**src/rtl/mp9_pkg.sv**
```systemverilog
package mp9_pkg;

  localparam int FRAME_BITS = 11;  // start + 8 data + ninth + stop
  localparam int RX_SAMPLES = 10;  // samples taken after the start bit

  typedef enum logic [1:0] {
    RX_IDLE,
    RX_START,
    RX_BITS,
    RX_WAIT_HIGH
  } rx_state_e;

  // core clocks per serial bit
  function automatic int bit_period(int base, logic dbl);
    return dbl ? base : 2 * base;
  endfunction

  // masked station-address compare: a 0 in care ignores that bit
  function automatic logic addr_hit(logic [7:0] got, logic [7:0] own,
                                    logic [7:0] care);
    return ((got ^ own) & care) == 8'h00;
  endfunction

endpackage

```
**src/rtl/mp9_bit_timer.sv**
```systemverilog
module mp9_bit_timer #(
  parameter int CW = 6
) (
  input  logic          clk,
  input  logic          rst_n,
  input  logic          load,
  input  logic [CW-1:0] load_val,
  output logic          expire
);

  logic [CW-1:0] cnt;

  always_ff @(posedge clk or negedge rst_n) begin
    if (!rst_n)            cnt <= '0;
    else if (load)         cnt <= load_val;
    else if (cnt != '0)    cnt <= cnt - CW'(1);
  end

  assign expire = (cnt == '0);

endmodule

```
**src/rtl/mp9_tx.sv**
```systemverilog
module mp9_tx #(
  parameter int DIV_BASE = 32,
  parameter int CW       = 6
) (
  input  logic       clk,
  input  logic       rst_n,
  input  logic       dbl,
  input  logic       load,
  input  logic [7:0] data,
  input  logic       bit9,
  output logic       busy,
  output logic       txd
);

  localparam logic [3:0] LAST_IDX = 4'(mp9_pkg::FRAME_BITS - 1);

  logic [10:0]   sh;
  logic [3:0]    idx;
  logic [CW-1:0] per_q;
  logic [CW-1:0] per_m1;
  logic          start;
  logic          expire;
  logic          tmr_load;
  logic [CW-1:0] tmr_val;

  assign per_m1   = CW'(mp9_pkg::bit_period(DIV_BASE, dbl) - 1);
  assign start    = load & ~busy;
  assign tmr_load = start | (busy & expire & (idx != LAST_IDX));
  assign tmr_val  = start ? per_m1 : per_q;

  mp9_bit_timer #(.CW(CW)) tmr_i (
    .clk      (clk),
    .rst_n    (rst_n),
    .load     (tmr_load),
    .load_val (tmr_val),
    .expire   (expire)
  );

  always_ff @(posedge clk or negedge rst_n) begin
    if (!rst_n) begin
      sh    <= '1;
      idx   <= '0;
      busy  <= 1'b0;
      per_q <= '0;
    end else if (start) begin
      sh    <= {1'b1, bit9, data, 1'b0};
      idx   <= '0;
      busy  <= 1'b1;
      per_q <= per_m1;
    end else if (busy && expire) begin
      if (idx == LAST_IDX) begin
        busy <= 1'b0;
      end else begin
        sh  <= {1'b1, sh[10:1]};
        idx <= idx + 4'd1;
      end
    end
  end

  assign txd = busy ? sh[0] : 1'b1;

endmodule

```
**src/rtl/mp9_rx.sv**
```systemverilog
module mp9_rx #(
  parameter int DIV_BASE = 32,
  parameter int CW       = 6
) (
  input  logic       clk,
  input  logic       rst_n,
  input  logic       dbl,
  input  logic       rxd,
  output logic       frame_done,
  output logic [7:0] frame_data,
  output logic       frame_b9,
  output logic       frame_stop
);

  import mp9_pkg::*;

  localparam logic [3:0] LAST_IDX = 4'(RX_SAMPLES - 1);

  rx_state_e     state;
  logic [1:0]    sync;
  logic          rxd_s;
  logic [3:0]    idx;
  logic [9:0]    sh;
  logic [CW-1:0] per_q;
  logic [CW-1:0] per_m1;
  logic [CW-1:0] half_m1;
  logic          expire;
  logic          tmr_load;
  logic [CW-1:0] tmr_val;
  logic          done_q;

  assign per_m1  = CW'(bit_period(DIV_BASE, dbl) - 1);
  assign half_m1 = CW'(bit_period(DIV_BASE, dbl) / 2 - 1);
  assign rxd_s   = sync[1];

  always_ff @(posedge clk or negedge rst_n) begin
    if (!rst_n) sync <= 2'b11;
    else        sync <= {sync[0], rxd};
  end

  always_comb begin
    tmr_load = 1'b0;
    tmr_val  = per_q;
    unique case (state)
      RX_IDLE: begin
        tmr_load = ~rxd_s;
        tmr_val  = half_m1;
      end
      RX_START: tmr_load = expire & ~rxd_s;
      RX_BITS:  tmr_load = expire & (idx != LAST_IDX);
      default:  tmr_load = 1'b0;
    endcase
  end

  mp9_bit_timer #(.CW(CW)) tmr_i (
    .clk      (clk),
    .rst_n    (rst_n),
    .load     (tmr_load),
    .load_val (tmr_val),
    .expire   (expire)
  );

  always_ff @(posedge clk or negedge rst_n) begin
    if (!rst_n) begin
      state  <= RX_IDLE;
      idx    <= '0;
      sh     <= '0;
      per_q  <= '0;
      done_q <= 1'b0;
    end else begin
      done_q <= 1'b0;
      unique case (state)
        RX_IDLE: begin
          if (!rxd_s) begin
            per_q <= per_m1;
            state <= RX_START;
          end
        end
        RX_START: begin
          if (expire) begin
            idx   <= '0;
            state <= rxd_s ? RX_IDLE : RX_BITS;
          end
        end
        RX_BITS: begin
          if (expire) begin
            sh <= {rxd_s, sh[9:1]};
            if (idx == LAST_IDX) begin
              done_q <= 1'b1;
              state  <= rxd_s ? RX_IDLE : RX_WAIT_HIGH;
            end else begin
              idx <= idx + 4'd1;
            end
          end
        end
        default: begin
          if (rxd_s) state <= RX_IDLE;
        end
      endcase
    end
  end

  assign frame_done = done_q;
  assign frame_data = sh[7:0];
  assign frame_b9   = sh[8];
  assign frame_stop = sh[9];

endmodule

```
**src/rtl/mp9_addr_filter.sv**
```systemverilog
module mp9_addr_filter (
  input  logic       clk,
  input  logic       rst_n,
  input  logic       filt_en,
  input  logic [7:0] my_addr,
  input  logic [7:0] addr_mask,
  input  logic       frame_done,
  input  logic [7:0] frame_data,
  input  logic       frame_b9,
  input  logic       frame_stop,
  output logic       accept,
  output logic       addressed
);

  logic good_frame;

  assign good_frame = frame_done & frame_stop;
  assign accept     = good_frame & (~filt_en | frame_b9 | addressed);

  always_ff @(posedge clk or negedge rst_n) begin
    if (!rst_n)
      addressed <= 1'b0;
    else if (!filt_en)
      addressed <= 1'b0;
    else if (good_frame && frame_b9)
      addressed <= mp9_pkg::addr_hit(frame_data, my_addr, addr_mask);
  end

endmodule

```
**src/rtl/mp9_uart.sv**
```systemverilog
module mp9_uart #(
  parameter int DIV_BASE = 32
) (
  input  logic       clk,
  input  logic       rst_n,
  input  logic       dbl_speed,
  input  logic       filt_en,
  input  logic [7:0] my_addr,
  input  logic [7:0] addr_mask,
  input  logic       tx_load,
  input  logic [7:0] tx_data,
  input  logic       tx_bit9,
  output logic       tx_busy,
  output logic       txd,
  input  logic       rxd,
  output logic       rx_valid,
  output logic [7:0] rx_data,
  output logic       rx_bit9,
  output logic       addressed
);

  localparam int CW = $clog2(2 * DIV_BASE);

  logic       fr_done;
  logic [7:0] fr_data;
  logic       fr_b9;
  logic       fr_stop;
  logic       fr_accept;

  mp9_tx #(.DIV_BASE(DIV_BASE), .CW(CW)) tx_i (
    .clk   (clk),
    .rst_n (rst_n),
    .dbl   (dbl_speed),
    .load  (tx_load),
    .data  (tx_data),
    .bit9  (tx_bit9),
    .busy  (tx_busy),
    .txd   (txd)
  );

  mp9_rx #(.DIV_BASE(DIV_BASE), .CW(CW)) rx_i (
    .clk        (clk),
    .rst_n      (rst_n),
    .dbl        (dbl_speed),
    .rxd        (rxd),
    .frame_done (fr_done),
    .frame_data (fr_data),
    .frame_b9   (fr_b9),
    .frame_stop (fr_stop)
  );

  mp9_addr_filter filt_i (
    .clk        (clk),
    .rst_n      (rst_n),
    .filt_en    (filt_en),
    .my_addr    (my_addr),
    .addr_mask  (addr_mask),
    .frame_done (fr_done),
    .frame_data (fr_data),
    .frame_b9   (fr_b9),
    .frame_stop (fr_stop),
    .accept     (fr_accept),
    .addressed  (addressed)
  );

  always_ff @(posedge clk or negedge rst_n) begin
    if (!rst_n) begin
      rx_valid <= 1'b0;
      rx_data  <= '0;
      rx_bit9  <= 1'b0;
    end else begin
      rx_valid <= fr_accept;
      if (fr_accept) begin
        rx_data <= fr_data;
        rx_bit9 <= fr_b9;
      end
    end
  end

endmodule

```
**config.mk**
```make
export PLATFORM = sky130hd
export DESIGN_NAME = mp9_uart
export DESIGN_NICKNAME = d
export VERILOG_FILES = /design/src/rtl/mp9_pkg.sv /design/src/rtl/mp9_bit_timer.sv /design/src/rtl/mp9_tx.sv /design/src/rtl/mp9_rx.sv /design/src/rtl/mp9_addr_filter.sv /design/src/rtl/mp9_uart.sv
export SDC_FILE = /design/constraint.sdc
export NUM_CORES = 1
export LEC_CHECK = 0
export BUFFER_PORTS_ARGS = -buffer_cell sky130_fd_sc_hd__buf_2
export CAP_MARGIN = 20
export CORE_ASPECT_RATIO = 1.25
export CORE_MARGIN = 5
export CORE_UTILIZATION = 57
export DETAILED_ROUTE_END_ITERATION = 6
export GPL_TIMING_DRIVEN = 1
export PLACE_DENSITY = 0.9
export SYNTH_ARGS = -nofsm -noshare
export SYNTH_HDL_FRONTEND = slang
export SYNTH_SLANG_ARGS = --single-unit
```
**constraint.sdc**
```tcl
create_clock -name clk -period 2.6 [get_ports clk]
set_clock_uncertainty 0.2 [all_clocks]
set_input_delay 0 -clock clk [delete_from_list [all_inputs] [get_ports clk]]
set_output_delay 0 -clock clk [all_outputs]
set_load 0.005 [all_outputs]
```
==> metrics.log <==
[metrics] Cell Area, Placed: ~3500 µm²
[metrics] total nets after synthesis: around 320
[metrics] clock latency on the worst-skew pair: 350 ps
[metrics] drt total wl: 6.709 mm
[metrics] flops & latches, synth: 65
[metrics] worst ir drop on vdd: roughly 0.00078 V
[metrics] category of the most critical setup path: flip-flop to flip-flop
[metrics] Mapped Cells: roughly 280
[metrics] share of the clock period used by the worst path after layout: roughly 95%
[metrics] largest cells by area after synthesis: sky130_fd_sc_hd__dfrtp_1 42%, sky130_fd_sc_hd__dfstp_2 9.9%, sky130_fd_sc_hd__mux2_2 6.4%, sky130_fd_sc_hd__ha_1 4.7%, sky130_fd_sc_hd__xor2_1 3.0%
[metrics] dominant register cell in the synthesized netlist: sky130_fd_sc_hd__dfrtp_1
[metrics] most instantiated cells after synthesis: 53 x sky130_fd_sc_hd__dfrtp_1, 19 x sky130_fd_sc_hd__nand2_1, 18 x sky130_fd_sc_hd__mux2_2, 15 x sky130_fd_sc_hd__o21ai_0, 13 x sky130_fd_sc_hd__inv_1
[metrics] number of enable-type register cells in the synthesized netlist: 0
[metrics] most used standard cell by instance count after synthesis: sky130_fd_sc_hd__dfrtp_1
[metrics] Critical Path RT: around 2700 ps
[metrics] depth of the CTS H-tree: 3
[metrics] endpoint of the worst setup timing path: tx_i.tmr_i.cnt[5]
[metrics] time the worst path needs with I/O delays and setup: 2466 ps
[metrics] total congestion overflow after global routing: 0
[metrics] peak clock frequency supported by timing: between 400 and 500 MHz
[metrics] worst relative slew slack: a little under three fifths
[metrics] clock net sink count: 65
[metrics] via count of the first global-routing pass: roughly 2,600
[metrics] data arrival time at the worst-slack endpoint: ~2500 ps
[metrics] remaining number of nets flagged by the antenna check after routing: 0
[metrics] final net count: just under 400
[metrics] largest net degree at the start of global routing: 38
[metrics] unrepaired setup endpoints after global routing: false
[metrics] maximum capacitance violations: 0
[metrics] sequential share of the synthesized area: roughly half
[metrics] total number of vias: about 2,400
[metrics] maximum fanout encountered on the critical timing path: 9
[metrics] clock tree from TritonCTS: done
[metrics] Async S/R FF share, synth: 100.0%
[metrics] netlist area before placement: approximately 3200 µm²
[metrics] post-route total power: approximately 3.9 mW
[metrics] transition time at the pin with the least slew margin: 661.6 ps
[metrics] number of slew-limit violations in the final report: 0
[metrics] Storage cell area: about 1600 µm²
[metrics] count of antenna diodes in the layout: 0
[metrics] Vias/cell: roughly 5.8
[metrics] WL per Instance: 16.21 µm
[metrics] number of antenna violations at the first check in global routing: 0
[metrics] first element of the critical path: tx_i.tmr_i.cnt[1]
[metrics] half-perimeter wire length after placement: roughly 4.5 mm
[metrics] number of buffers on the longest clock path: 2
[metrics] count of cell types in the netlist: 52
[metrics] Layout fillers: approximately 380
[metrics] mean cell area of the mapped netlist: 11.36 µm²
[metrics] run status: complete, no violations
[metrics] Clk pin slew, worst setup/hold paths: about 80 ps
[metrics] setup slack of the worst register-to-register path: 130 ps
[metrics] power density cells: between 1000 and 1500 nW/µm²
[metrics] Yosys Warn Count: 0
[metrics] global-route wire length before repair: around 12 mm
[metrics] capturing point of the worst reg2reg path: tx_i.tmr_i.cnt[5]
[metrics] summed area of non-filler cells in the final layout: 3890 µm²
[metrics] sort of element at the start of the critical path: flip-flop
[metrics] placeable core region: roughly 5400 µm²
[metrics] fraction of layout instances using a drive strength above 1: a little under a third
[metrics] number of violations reported at the end of detailed-routing iteration 0: 152
[metrics] Reg2Reg Depth: 7
[metrics] Die Y: 93.39 µm
[metrics] site row count: 30
[metrics] die outline width: around 77 µm
[metrics] Overall Global Routing Usage: 20.28%
[metrics] count of final setup violators: 0
[metrics] routability cong.: roughly 0.8
[metrics] Reg2Reg Launch Point: tx_i.tmr_i.cnt[1]
[metrics] capturing element type of the critical path: flip-flop
[metrics] Die ar.: 7163 µm²
[metrics] Synth top area share: 41.83%
[metrics] Inserted Clock Buffers: 9
[metrics] Area Growth Syn to Fin: 22.69%
[metrics] Top Ports: between 40 and 50
[metrics] Pleak: 1.844 nW
[metrics] Final Hold Violating Endpoints: 0
[metrics] top cell type by total area after synthesis: sky130_fd_sc_hd__dfrtp_1
[metrics] length of the first detailed-routing pass in iterations: 4
[metrics] IO buf count: 43
[metrics] area used by multi-input combinational logic: around 1400 µm²
[metrics] Root Driver: sky130_fd_sc_hd__clkbuf_8
[metrics] Total Negative Setup Slacks: 0 ps
[metrics] Initial Utilization: 58.66%
[metrics] DRC errors left: 0
[metrics] Hold WC Path Type: input pin to async pin
-- worst max-delay path, stage by stage, from the launching register on --
cell and delay (ps):
sky130_fd_sc_hd__dfrtp_1 430, sky130_fd_sc_hd__inv_1 120, sky130_fd_sc_hd__ha_1 150, sky130_fd_sc_hd__nor2b_1 240, sky130_fd_sc_hd__and4_2 400, sky130_fd_sc_hd__a21oi_1 100, sky130_fd_sc_hd__a22oi_1 180, sky130_fd_sc_hd__dlygate4sd3_1 590
-- cell families after synthesis --
logic type / share of synthesized area (%)
and+or+nand+nor: 12.43
AOI/OAI and AO/OA: 14.80
DFF: 51.78
muxes: 9.076
buffers and inverters: 2.763
xor gates and xnor gates: 4.420
adders and majority gates: 4.735
-- metal layers --
layer | up-vias | wire [µm] | GRT usage (%)
met5 | - | 0 | 0
met4 | 0 | 136 | 7.434
met3 | 18 | 411 | 6.744
met2 | 90 | 3580 | 36.47
met1 | 1179 | 2581 | 21.96
li1 | 1124 | - | -
-- how the worst min path moves through the flow --
stage,startpoint,end,slack [ps],cells past startpoint
final,rst_n,rx_i.tmr_i.cnt[3],20,2
after floorplan,rst_n,filt_i.addressed,-500,0
after global routing,rst_n,rx_i.tmr_i.cnt[3],70,2
after global placement,rst_n,rx_i.idx[0],-140,1
after detailed placement,rst_n,rx_i.idx[0],-140,1
after CTS,rst_n,tx_i.per_q[1],30,2
-- timing repair --
item,CTS,global route
hold buffers,17,0
hold endpoints to repair,86,0
endpoints found under the setup margin,0,1
gates resized for setup,0,1
buffers inserted,0,0
-- where the power goes --
part	switching, mW	internal, mW
combinational	0.594	0.628
clock	0.415	0.646
sequential	0.287	1.37
-- registers in the layout, indices dropped and copies added (netlist names), 2 cells and up --
| register | flops |
|---|---|
| rx_i.idx | 4 |
| rx_i.sync | 2 |
| tx_i.per_q | 6 |
| rx_data | 8 |
| rx_i.tmr_i.cnt | 6 |
| tx_i.sh | 10 |
| rx_i.per_q | 2 |
| tx_i.idx | 4 |
| tx_i.tmr_i.cnt | 6 |
| rx_i.sh | 10 |
| rx_i.state | 2 |
-- placed cells by master, fill, tap and decap left out, types with 4 or more instances in the layout --
cell type                        n
sky130_fd_sc_hd__dlygate4sd3_1  17
sky130_fd_sc_hd__nand3_1         9
sky130_fd_sc_hd__ha_1           12
sky130_fd_sc_hd__buf_2          43
sky130_fd_sc_hd__dfstp_2        12
sky130_fd_sc_hd__o22a_1          8
sky130_fd_sc_hd__a21oi_1         8
sky130_fd_sc_hd__nor2_1          8
sky130_fd_sc_hd__xor2_1         11
sky130_fd_sc_hd__mux2i_1         7
sky130_fd_sc_hd__mux2_2         18
sky130_fd_sc_hd__clkbuf_8        9
sky130_fd_sc_hd__o21ai_0        15
sky130_fd_sc_hd__dfrtp_1        53
sky130_fd_sc_hd__nand2b_1        6
sky130_fd_sc_hd__nand2_1        19
sky130_fd_sc_hd__xnor2_1         5
sky130_fd_sc_hd__a22o_1          4
sky130_fd_sc_hd__inv_1          13
sky130_fd_sc_hd__or2_2           5
sky130_fd_sc_hd__o21a_1          8
-- through the flow --
stage / std cells / util, % / setup slack [ps] / hold WS, ps
6_report: 414 / 71.97 / 133.8 / 17.57
5_1_grt: 414 / 71.97 / 36.12 / 69.94
4_1_cts: 414 / 71.94 / 123.9 / 33.79
3_5_place_dp: 381 / 64.19 / 415.1 / -137.7
3_3_place_gp: 381 / 64.19 / 496.2 / -136.8
2_1_floorplan: 279 / - / 611.8 / -495.6
-- cell type report --
type	instances	share of cell area (%)
Clock buffer	9	3.184
Clock inverter	7	3.216
Inverter	13	1.254
Multi-Input combinational cell	192	37.09
Sequential cell	65	42.20
Tap cell	64	2.059
Timing Repair Buffer	64	11.00
Power figures use the tool's default switching activity.
